$ cat src/rtl/bcd_rtc_pkg.sv
package bcd_rtc_pkg;

  typedef struct packed {
    logic [6:0] yr;
    logic [3:0] mon;
    logic [4:0] day;
    logic [4:0] hr;
    logic [5:0] mn;
    logic [5:0] sc;
    logic [2:0] wd;
  } rtc_time_t;

  function automatic logic [7:0] to_bcd(input logic [6:0] v);
    logic [6:0] t, o;
    t = v / 7'd10;
    o = v % 7'd10;
    return {t[3:0], o[3:0]};
  endfunction

  function automatic logic [7:0] from_bcd(input logic [7:0] b);
    return {4'b0, b[7:4]} * 8'd10 + {4'b0, b[3:0]};
  endfunction

  function automatic logic [6:0] clampv(input logic [7:0] v, input logic [7:0] lo,
                                        input logic [7:0] hi);
    logic [7:0] r;
    r = (v < lo) ? lo : ((v > hi) ? hi : v);
    return r[6:0];
  endfunction

  function automatic logic [4:0] month_days(input logic [3:0] mon, input logic [6:0] yr);
    case (mon)
      4'd4, 4'd6, 4'd9, 4'd11: return 5'd30;
      4'd2:                    return (yr[1:0] == 2'b00) ? 5'd29 : 5'd28;
      default:                 return 5'd31;
    endcase
  endfunction

  // field index: 0 sec, 1 min, 2 hour, 3 day, 4 month, 5 year, 6 weekday
  function automatic logic [6:0] get_f(input rtc_time_t t, input logic [2:0] idx);
    case (idx)
      3'd0:    return {1'b0, t.sc};
      3'd1:    return {1'b0, t.mn};
      3'd2:    return {2'b0, t.hr};
      3'd3:    return {2'b0, t.day};
      3'd4:    return {3'b0, t.mon};
      3'd5:    return t.yr;
      default: return {4'b0, t.wd};
    endcase
  endfunction

  function automatic rtc_time_t set_f(input rtc_time_t t, input logic [2:0] idx,
                                      input logic [6:0] v);
    rtc_time_t r;
    r = t;
    case (idx)
      3'd0:    r.sc  = v[5:0];
      3'd1:    r.mn  = v[5:0];
      3'd2:    r.hr  = v[4:0];
      3'd3:    r.day = v[4:0];
      3'd4:    r.mon = v[3:0];
      3'd5:    r.yr  = v;
      default: r.wd  = v[2:0];
    endcase
    return r;
  endfunction

endpackage

$ cat src/rtl/bcd_rtc_prescaler.sv
module bcd_rtc_prescaler #(
  parameter int TICKS_PER_SEC = 32768,
  parameter int TRIM_PERIOD_S = 3600,
  parameter int TRIM_FIRST_S  = 1800
) (
  input  logic        clk,
  input  logic        rst_n,
  input  logic        run,
  input  logic        tick_en,
  input  logic [15:0] trim,
  output logic        sec_tick
);
  localparam int CW = $clog2(TICKS_PER_SEC + 32769) + 1;
  localparam int TW = $clog2(TRIM_PERIOD_S + 1);

  logic [CW-1:0]        cnt_q;
  logic [TW-1:0]        trim_q;
  logic                 armed_q;
  logic signed [CW:0]   lim_raw;
  logic [CW-1:0]        lim;

  always_comb begin
    lim_raw = (CW+1)'(TICKS_PER_SEC);
    if (armed_q) lim_raw = lim_raw - (CW+1)'($signed(trim));
    if (lim_raw[CW] || lim_raw == '0) lim = CW'(1);
    else                              lim = lim_raw[CW-1:0];
  end

  assign sec_tick = run && tick_en && (cnt_q >= lim - CW'(1));

  always_ff @(posedge clk) begin
    if (!rst_n) begin
      cnt_q   <= '0;
      trim_q  <= TW'(TRIM_FIRST_S);
      armed_q <= 1'b0;
    end else if (run && tick_en) begin
      cnt_q <= sec_tick ? '0 : cnt_q + CW'(1);
      if (sec_tick) begin
        if (trim_q == TW'(1)) begin
          trim_q  <= TW'(TRIM_PERIOD_S);
          armed_q <= 1'b1;
        end else begin
          trim_q  <= trim_q - TW'(1);
          armed_q <= 1'b0;
        end
      end
    end
  end
endmodule

$ cat src/rtl/bcd_rtc_calendar.sv
module bcd_rtc_calendar
  import bcd_rtc_pkg::*;
(
  input  logic      clk,
  input  logic      rst_n,
  input  logic      sec_tick,
  input  logic [6:0] wr_hit,
  input  logic [6:0] wr_val,
  output rtc_time_t cur_o,
  output rtc_time_t inc_o
);
  rtc_time_t cur_q, inc, nxt;

  always_comb begin
    inc = cur_q;
    if (cur_q.sc != 6'd59) inc.sc = cur_q.sc + 6'd1;
    else begin
      inc.sc = '0;
      if (cur_q.mn != 6'd59) inc.mn = cur_q.mn + 6'd1;
      else begin
        inc.mn = '0;
        if (cur_q.hr != 5'd23) inc.hr = cur_q.hr + 5'd1;
        else begin
          inc.hr = '0;
          inc.wd = (cur_q.wd >= 3'd6) ? 3'd0 : cur_q.wd + 3'd1;
          if (cur_q.day < month_days(cur_q.mon, cur_q.yr)) inc.day = cur_q.day + 5'd1;
          else begin
            inc.day = 5'd1;
            if (cur_q.mon < 4'd12) inc.mon = cur_q.mon + 4'd1;
            else begin
              inc.mon = 4'd1;
              inc.yr  = (cur_q.yr >= 7'd99) ? 7'd0 : cur_q.yr + 7'd1;
            end
          end
        end
      end
    end
    nxt = sec_tick ? inc : cur_q;
    for (int i = 0; i < 7; i++)
      if (wr_hit[i]) nxt = set_f(nxt, 3'(i), wr_val);
  end

  always_ff @(posedge clk) begin
    if (!rst_n) cur_q <= '{yr: 7'd0, mon: 4'd1, day: 5'd1, hr: 5'd0, mn: 6'd0, sc: 6'd0, wd: 3'd0};
    else        cur_q <= nxt;
  end

  assign cur_o = cur_q;
  assign inc_o = inc;
endmodule

$ cat src/rtl/bcd_rtc.sv
module bcd_rtc
  import bcd_rtc_pkg::*;
#(
  parameter int TICKS_PER_SEC = 32768,
  parameter int TRIM_PERIOD_S = 3600,
  parameter int TRIM_FIRST_S  = 1800
) (
  input  logic       clk,
  input  logic       rst_n,
  input  logic       tick_en,
  input  logic       bus_wr,
  input  logic       bus_rd,
  input  logic [3:0] bus_addr,
  input  logic [7:0] bus_wdata,
  output logic [7:0] bus_rdata,
  output logic       periodic_pulse,
  output logic       alarm_pulse
);
  localparam int NCAL = 7;

  logic [4:0]  ctrl_q;
  logic [15:0] trim_q;
  rtc_time_t   al_q, snap_q, cal_cur, cal_inc;
  logic [7:0]  rdata_q, rd_mux;
  logic        per_q, alm_q, sec_tick, per_hit, al_match;
  logic [NCAL-1:0] cal_hit;
  logic [6:0]  cal_val, al_val;

  function automatic logic [6:0] hour_in(input logic [7:0] v, input logic m12);
    logic [7:0] b;
    logic [6:0] c;
    b = from_bcd({2'b00, v[5:0]});
    if (!m12) return clampv(b, 8'd0, 8'd23);
    c = clampv(b, 8'd1, 8'd12);
    return v[7] ? c + 7'd11 : c - 7'd1;
  endfunction

  function automatic logic [7:0] hour_out(input logic [4:0] h, input logic m12);
    logic [4:0] h12;
    logic [7:0] b;
    if (!m12) return to_bcd({2'b0, h});
    h12 = (h >= 5'd12) ? h - 5'd12 : h;
    b   = to_bcd({2'b0, h12 + 5'd1});
    return {h >= 5'd12, b[6:0]};
  endfunction

  function automatic logic [6:0] field_in(input logic [2:0] idx, input logic [7:0] v,
                                          input logic m12);
    case (idx)
      3'd0, 3'd1: return clampv(from_bcd({1'b0, v[6:0]}), 8'd0, 8'd59);
      3'd2:       return hour_in(v, m12);
      3'd3:       return clampv(from_bcd(v), 8'd1, 8'd31);
      3'd4:       return clampv(from_bcd(v), 8'd1, 8'd12);
      3'd5:       return clampv(from_bcd(v), 8'd0, 8'd99);
      default:    return clampv(from_bcd(v), 8'd0, 8'd6);
    endcase
  endfunction

  function automatic logic [7:0] field_out(input logic [2:0] idx, input rtc_time_t t,
                                           input logic m12);
    if (idx == 3'd2) return hour_out(t.hr, m12);
    return to_bcd(get_f(t, idx));
  endfunction

  bcd_rtc_prescaler #(
    .TICKS_PER_SEC(TICKS_PER_SEC), .TRIM_PERIOD_S(TRIM_PERIOD_S), .TRIM_FIRST_S(TRIM_FIRST_S)
  ) u_presc (
    .clk(clk), .rst_n(rst_n), .run(ctrl_q[0]), .tick_en(tick_en), .trim(trim_q),
    .sec_tick(sec_tick)
  );

  for (genvar gi = 0; gi < NCAL; gi++) begin : g_hit
    assign cal_hit[gi] = bus_wr && (bus_addr == 4'(gi + 1));
  end

  assign cal_val = field_in(3'(bus_addr - 4'd1), bus_wdata, ctrl_q[2]);
  assign al_val  = field_in(3'(bus_addr - 4'd8), bus_wdata, ctrl_q[2]);

  bcd_rtc_calendar u_cal (
    .clk(clk), .rst_n(rst_n), .sec_tick(sec_tick), .wr_hit(cal_hit), .wr_val(cal_val),
    .cur_o(cal_cur), .inc_o(cal_inc)
  );

  always_comb begin
    case (ctrl_q[4:3])
      2'd0:    per_hit = 1'b1;
      2'd1:    per_hit = (cal_inc.sc == '0);
      2'd2:    per_hit = (cal_inc.sc == '0) && (cal_inc.mn == '0);
      default: per_hit = (cal_inc.sc == '0) && (cal_inc.mn == '0) && (cal_inc.hr == '0);
    endcase
    al_match = (cal_inc.sc == al_q.sc) && (cal_inc.mn == al_q.mn) && (cal_inc.hr == al_q.hr)
            && (cal_inc.day == al_q.day) && (cal_inc.mon == al_q.mon) && (cal_inc.yr == al_q.yr);
  end

  always_comb begin
    if (bus_addr == 4'd0)                     rd_mux = {3'b000, ctrl_q};
    else if (bus_addr == 4'd1)                rd_mux = field_out(3'd0, cal_cur, ctrl_q[2]);
    else if (bus_addr inside {[4'd2:4'd7]})   rd_mux = field_out(3'(bus_addr - 4'd1), snap_q, ctrl_q[2]);
    else if (bus_addr inside {[4'd8:4'd13]})  rd_mux = field_out(3'(bus_addr - 4'd8), al_q, ctrl_q[2]);
    else if (bus_addr == 4'd14)               rd_mux = trim_q[15:8];
    else                                      rd_mux = trim_q[7:0];
  end

  always_ff @(posedge clk) begin
    if (!rst_n) begin
      ctrl_q  <= '0;
      trim_q  <= '0;
      al_q    <= '{yr: 7'd4, mon: 4'd1, day: 5'd1, hr: 5'd0, mn: 6'd0, sc: 6'd0, wd: 3'd0};
      snap_q  <= '{yr: 7'd0, mon: 4'd1, day: 5'd1, hr: 5'd0, mn: 6'd0, sc: 6'd0, wd: 3'd0};
      rdata_q <= '0;
      per_q   <= 1'b0;
      alm_q   <= 1'b0;
    end else begin
      per_q <= sec_tick && per_hit;
      alm_q <= sec_tick && ctrl_q[1] && al_match;
      if (bus_wr) begin
        if (bus_addr == 4'd0)                    ctrl_q <= bus_wdata[4:0];
        if (bus_addr inside {[4'd8:4'd13]})      al_q   <= set_f(al_q, 3'(bus_addr - 4'd8), al_val);
        if (bus_addr == 4'd14)                   trim_q[15:8] <= bus_wdata;
        if (bus_addr == 4'd15)                   trim_q[7:0]  <= bus_wdata;
      end
      if (bus_rd) begin
        rdata_q <= rd_mux;
        if (bus_addr == 4'd1) snap_q <= cal_cur;
      end
    end
  end

  assign bus_rdata      = rdata_q;
  assign periodic_pulse = per_q;
  assign alarm_pulse    = alm_q;
endmodule

$ cat config.mk
export PLATFORM = sky130hd
export DESIGN_NAME = bcd_rtc
export DESIGN_NICKNAME = d
export VERILOG_FILES = /design/src/rtl/bcd_rtc_pkg.sv /design/src/rtl/bcd_rtc_prescaler.sv /design/src/rtl/bcd_rtc_calendar.sv /design/src/rtl/bcd_rtc.sv
export SDC_FILE = /design/constraint.sdc
export NUM_CORES = 1
export LEC_CHECK = 0
export BUFFER_PORTS_ARGS = -buffer_cell sky130_fd_sc_hd__buf_2
export CORE_ASPECT_RATIO = 0.6
export CORE_MARGIN = 5
export CORE_UTILIZATION = 40
export DETAILED_ROUTE_END_ITERATION = 10
export SYNTH_ARGS = -nofsm -noshare
export SYNTH_HDL_FRONTEND = slang
export SYNTH_SLANG_ARGS = --single-unit
$ cat constraint.sdc
create_clock -name clk -period 12.83 [get_ports clk]
set_clock_uncertainty 0.1 [all_clocks]
set_input_delay 0 -clock clk [delete_from_list [all_inputs] [get_ports clk]]
set_output_delay 0 -clock clk [all_outputs]
set_load 0.02 [all_outputs]
==> impl_metrics.env <==
export IMPL_setup_violations_final=0
export IMPL_first_pass_iters=6
export IMPL_muxShareOfSynthArea_pct=5.481
export IMPL_p_int_mw=0.8953
export IMPL_port_buffers=26
export IMPL_fmax_mhz=132.3
export IMPL_antenna_cells=0
export IMPL_post_cts_resized=0
export IMPL_cap_violations=0
export IMPL_relSlewSlack_pct=13.10
export IMPL_synthAdderAreaFrac_pct=8.016
export IMPL_rsz0062_at_grt="false"
export IMPL_ys_warn_count=0
export IMPL_drtIter0Drc=2065
export IMPL_wirelength_mm=53.07
export IMPL_switching_share_pct=35.08
export IMPL_synth_xor_area_share_pct=6.475
export IMPL_synthArstFlopShare_pct=0
export IMPL_routed_via_count=14990
export IMPL_tightest_slew_ns=1.290
export IMPL_drive_gt1_share_pct=6.530
export IMPL_clk_pin_slew_ns=0.08
export IMPL_synth_compound_area_share_pct=26.32
export IMPL_postRouteAntennaNets=0
export IMPL_period_minus_slack_ns=7.559
export IMPL_tns_ns=0
export IMPL_clk_latency_ns=0.46
export IMPL_final_common_cell="nand2_1"
export IMPL_pre_cts_ws_ns=5.337
export IMPL_dieArea_mm2=0.04057
export IMPL_run_status="finished, final reports clean"
export IMPL_cts_tree="done"
export IMPL_power_share_clock_pct=40.4
export IMPL_final_nets=2039
export IMPL_end_kind="flop"
export IMPL_power_share_combinational_pct=20.0
export IMPL_vdd_drop_max_v=0.00009876
export IMPL_area_growth_pct=7.503
export IMPL_grt_pass1_vias=13120
export IMPL_cts_sinks=170
export IMPL_switching_power_mw=0.4837
export IMPL_final_cell_mix="nand2_1, nor2_1, dfxtp_1, a21oi_1, o21ai_0"
export IMPL_synth_cells=1975
export IMPL_cts_path_max_buffers=2
export IMPL_cts_max_level=4
export IMPL_die_w_um=256.7
export IMPL_synth_ff_latch_count=170
export IMPL_worstPathMaxFanout=26
export IMPL_fin_util_pct=43.37
export IMPL_grt_use_total_pct=25.32
export IMPL_seqPwrFrac_pct=39.6
export IMPL_cts_root_buf="clkbuf_16"
export IMPL_p_leak_nw=6.019
export IMPL_syn_area_mm2=0.01461
export IMPL_routed_via_density=6.190
export IMPL_required_ns=13.11
export IMPL_cts_buffers_inserted=17
export IMPL_min_delay_path_class="in -> reg"
export IMPL_initial_core_util_pct=40.34
export IMPL_powerDensity_mw_per_mm2=87.81
export IMPL_avgRoutedWirePerCell_um=21.92
export IMPL_grt_max_degree=100
export IMPL_ys_seq_area_share_pct=23.30
export IMPL_worstSetupPathType="reg -> reg"
export IMPL_rows=54
export IMPL_coreArea_mm2=0.03621
export IMPL_avgSynthCellArea_um2=7.397
export IMPL_gp_congestion=0.9592
export IMPL_hold_violations=0
export IMPL_synth_cell_type_count=99
export IMPL_hpwl_mm=40.31
export IMPL_period_share_pct=58.91
export IMPL_grt_remaining_overflow=0
export IMPL_antenna_found_initial=0
export IMPL_ios=27
export IMPL_synth_top_family_by_area="compound AO/OA/AOI/OAI gates"
export IMPL_slew_violations=0
export IMPL_synth_main_ff_cell="dfxtp_1"
export IMPL_critPathLaunchType="flop"
export IMPL_grt_pass1_wl_mm=80.59
export IMPL_die_h_um=158.0
export IMPL_drc=0
export IMPL_worst_slack_ns=5.271
export IMPL_synth_edff_count=0
export IMPL_synth_simple_area_share_pct=24.47
export IMPL_cp_data_arrival_time_ns=7.84
[registers in the layout, summed over array words and instances, names as in the netlist]
| register | count |
|---|---|
| periodic_pulse | 1 |
| alarm_pulse | 1 |
| u_presc.armed_q | 1 |
| u_presc.trim_q | 12 |
| al_q | 36 |
| trim_q | 16 |
| bus_rdata | 8 |
| u_cal.cur_o | 36 |
| ctrl_q | 5 |
| u_presc.cnt_q | 18 |
| snap_q | 36 |
[worst paths after layout]
kind / from / endpoint / slack, ns / cells after the start
max: trim_q[0]$_SDFFE_PN0P_ / u_presc.cnt_q[2]$_SDFFE_PN0P_ / 5.27 / 26
min: bus_addr[3] / bus_rdata[5]$_SDFFE_PN0P_ / 0.04 / 3
max reg2reg: trim_q[0]$_SDFFE_PN0P_ / u_presc.cnt_q[2]$_SDFFE_PN0P_ / 5.27 / 26
min reg2reg: al_q[0]$_SDFFE_PN0P_ / al_q[0]$_SDFFE_PN0P_ / 0.34 / 2
[power by group through the flow]
| stage | registers [mW] | logic, mW | clock network (mW) |
|---|---|---|---|
| global route | 0.547 | 0.295 | 0.585 |
| CTS | 0.545 | 0.265 | 0.563 |
| floorplan | 0.553 | 0.189 | 0 |
| global placement | 0.557 | 0.259 | 0 |
| finish | 0.546 | 0.276 | 0.557 |
| detailed placement | 0.558 | 0.261 | 0 |
[area by class of cell]
type / instances / area (um2)
well taps: 476 / 595.6
inverters: 81 / 305.3
flip-flops and latches: 170 / 3403
fillers: 3716 / 20510
repair buffers: 59 / 407.9
clock inverters: 15 / 210.2
clock buffers: 17 / 425.4
multi-input cells: 1603 / 10360
[timing repair]
action / 4_1_cts / 5_1_grt
hold buffers: 12 / 0
endpoints found under the hold margin: 34 / 0
buffers inserted: 0 / 0
[critical path, cell delays in order (launching register included)]
cell       delay [ns]
dfxtp_1          0.42
inv_1            0.10
ha_1             0.19
or3b_2           0.52
or4_1            0.41
nand3_1          0.20
o2111ai_1        0.20
a21o_1           0.21
a21o_1           0.16
a21oi_1          0.14
nor2b_1          0.19
and4_1           0.29
a21oi_1          0.10
ha_1             0.34
ha_1             0.28
nor2b_1          0.13
o21a_1           0.15
o21a_1           0.15
o21ai_0          0.15
a21boi_0         0.10
o21a_1           0.18
o2111ai_1        0.17
a21oi_1          0.11
o2111a_1         0.50
nor2_2           1.02
nand2_1          0.67
nor2_1           0.29
[synthesized netlist by cell type (24+ instances only)]
library cell | count | area [um2]
o21ai_0 | 96 | 480.5
dfxtp_1 | 170 | 3403
ha_1 | 88 | 1101
mux2i_1 | 62 | 620.6
a211oi_1 | 33 | 247.7
nand2_1 | 240 | 900.9
inv_1 | 75 | 281.5
nor2_1 | 212 | 795.8
nor3_1 | 48 | 240.2
xor2_1 | 39 | 341.6
nand3_1 | 72 | 360.4
xnor2_1 | 69 | 604.3
nand2b_1 | 24 | 150.1
a21o_1 | 24 | 180.2
o22ai_1 | 25 | 156.4
clkbuf_1 | 79 | 296.5
a21oi_1 | 149 | 745.7
[per-stage QoR]
step	area, um2	total power, mW	std cells	hold WS (ns)
6_report	15710	1.379	2421	0.04418
5_1_grt	15710	1.427	2421	0.07464
4_1_cts	15710	1.374	2421	0.02708
3_5_place_dp	14950	0.8186	2377	0.2676
3_3_place_gp	14950	0.8165	2377	0.2416
2_1_floorplan	14610	0.7422	1976	0.04394
[cells by family after synthesis]
| group | after synthesis |
|---|---|
| simple gates | 756 |
| compound gates | 568 |
| buf+inv | 203 |
| flops | 170 |
| xor+xnor | 108 |
| fa+ha+maj | 93 |
| mux | 75 |
| other cells | 2 |
[metal layers]
metal | vias to the layer above | track usage [%] | part of all wire [%] | routed length (um)
li1 | 7104 | - | - | -
met1 | 7038 | 40.37 | 50 | 26400
met2 | 801 | 31.95 | 36 | 18970
met3 | 42 | 8.497 | 13 | 6955
met4 | 0 | 4.877 | 1.4 | 737
met5 | - | 0 | 0 | 0
(Power assumes the default switching activity.)
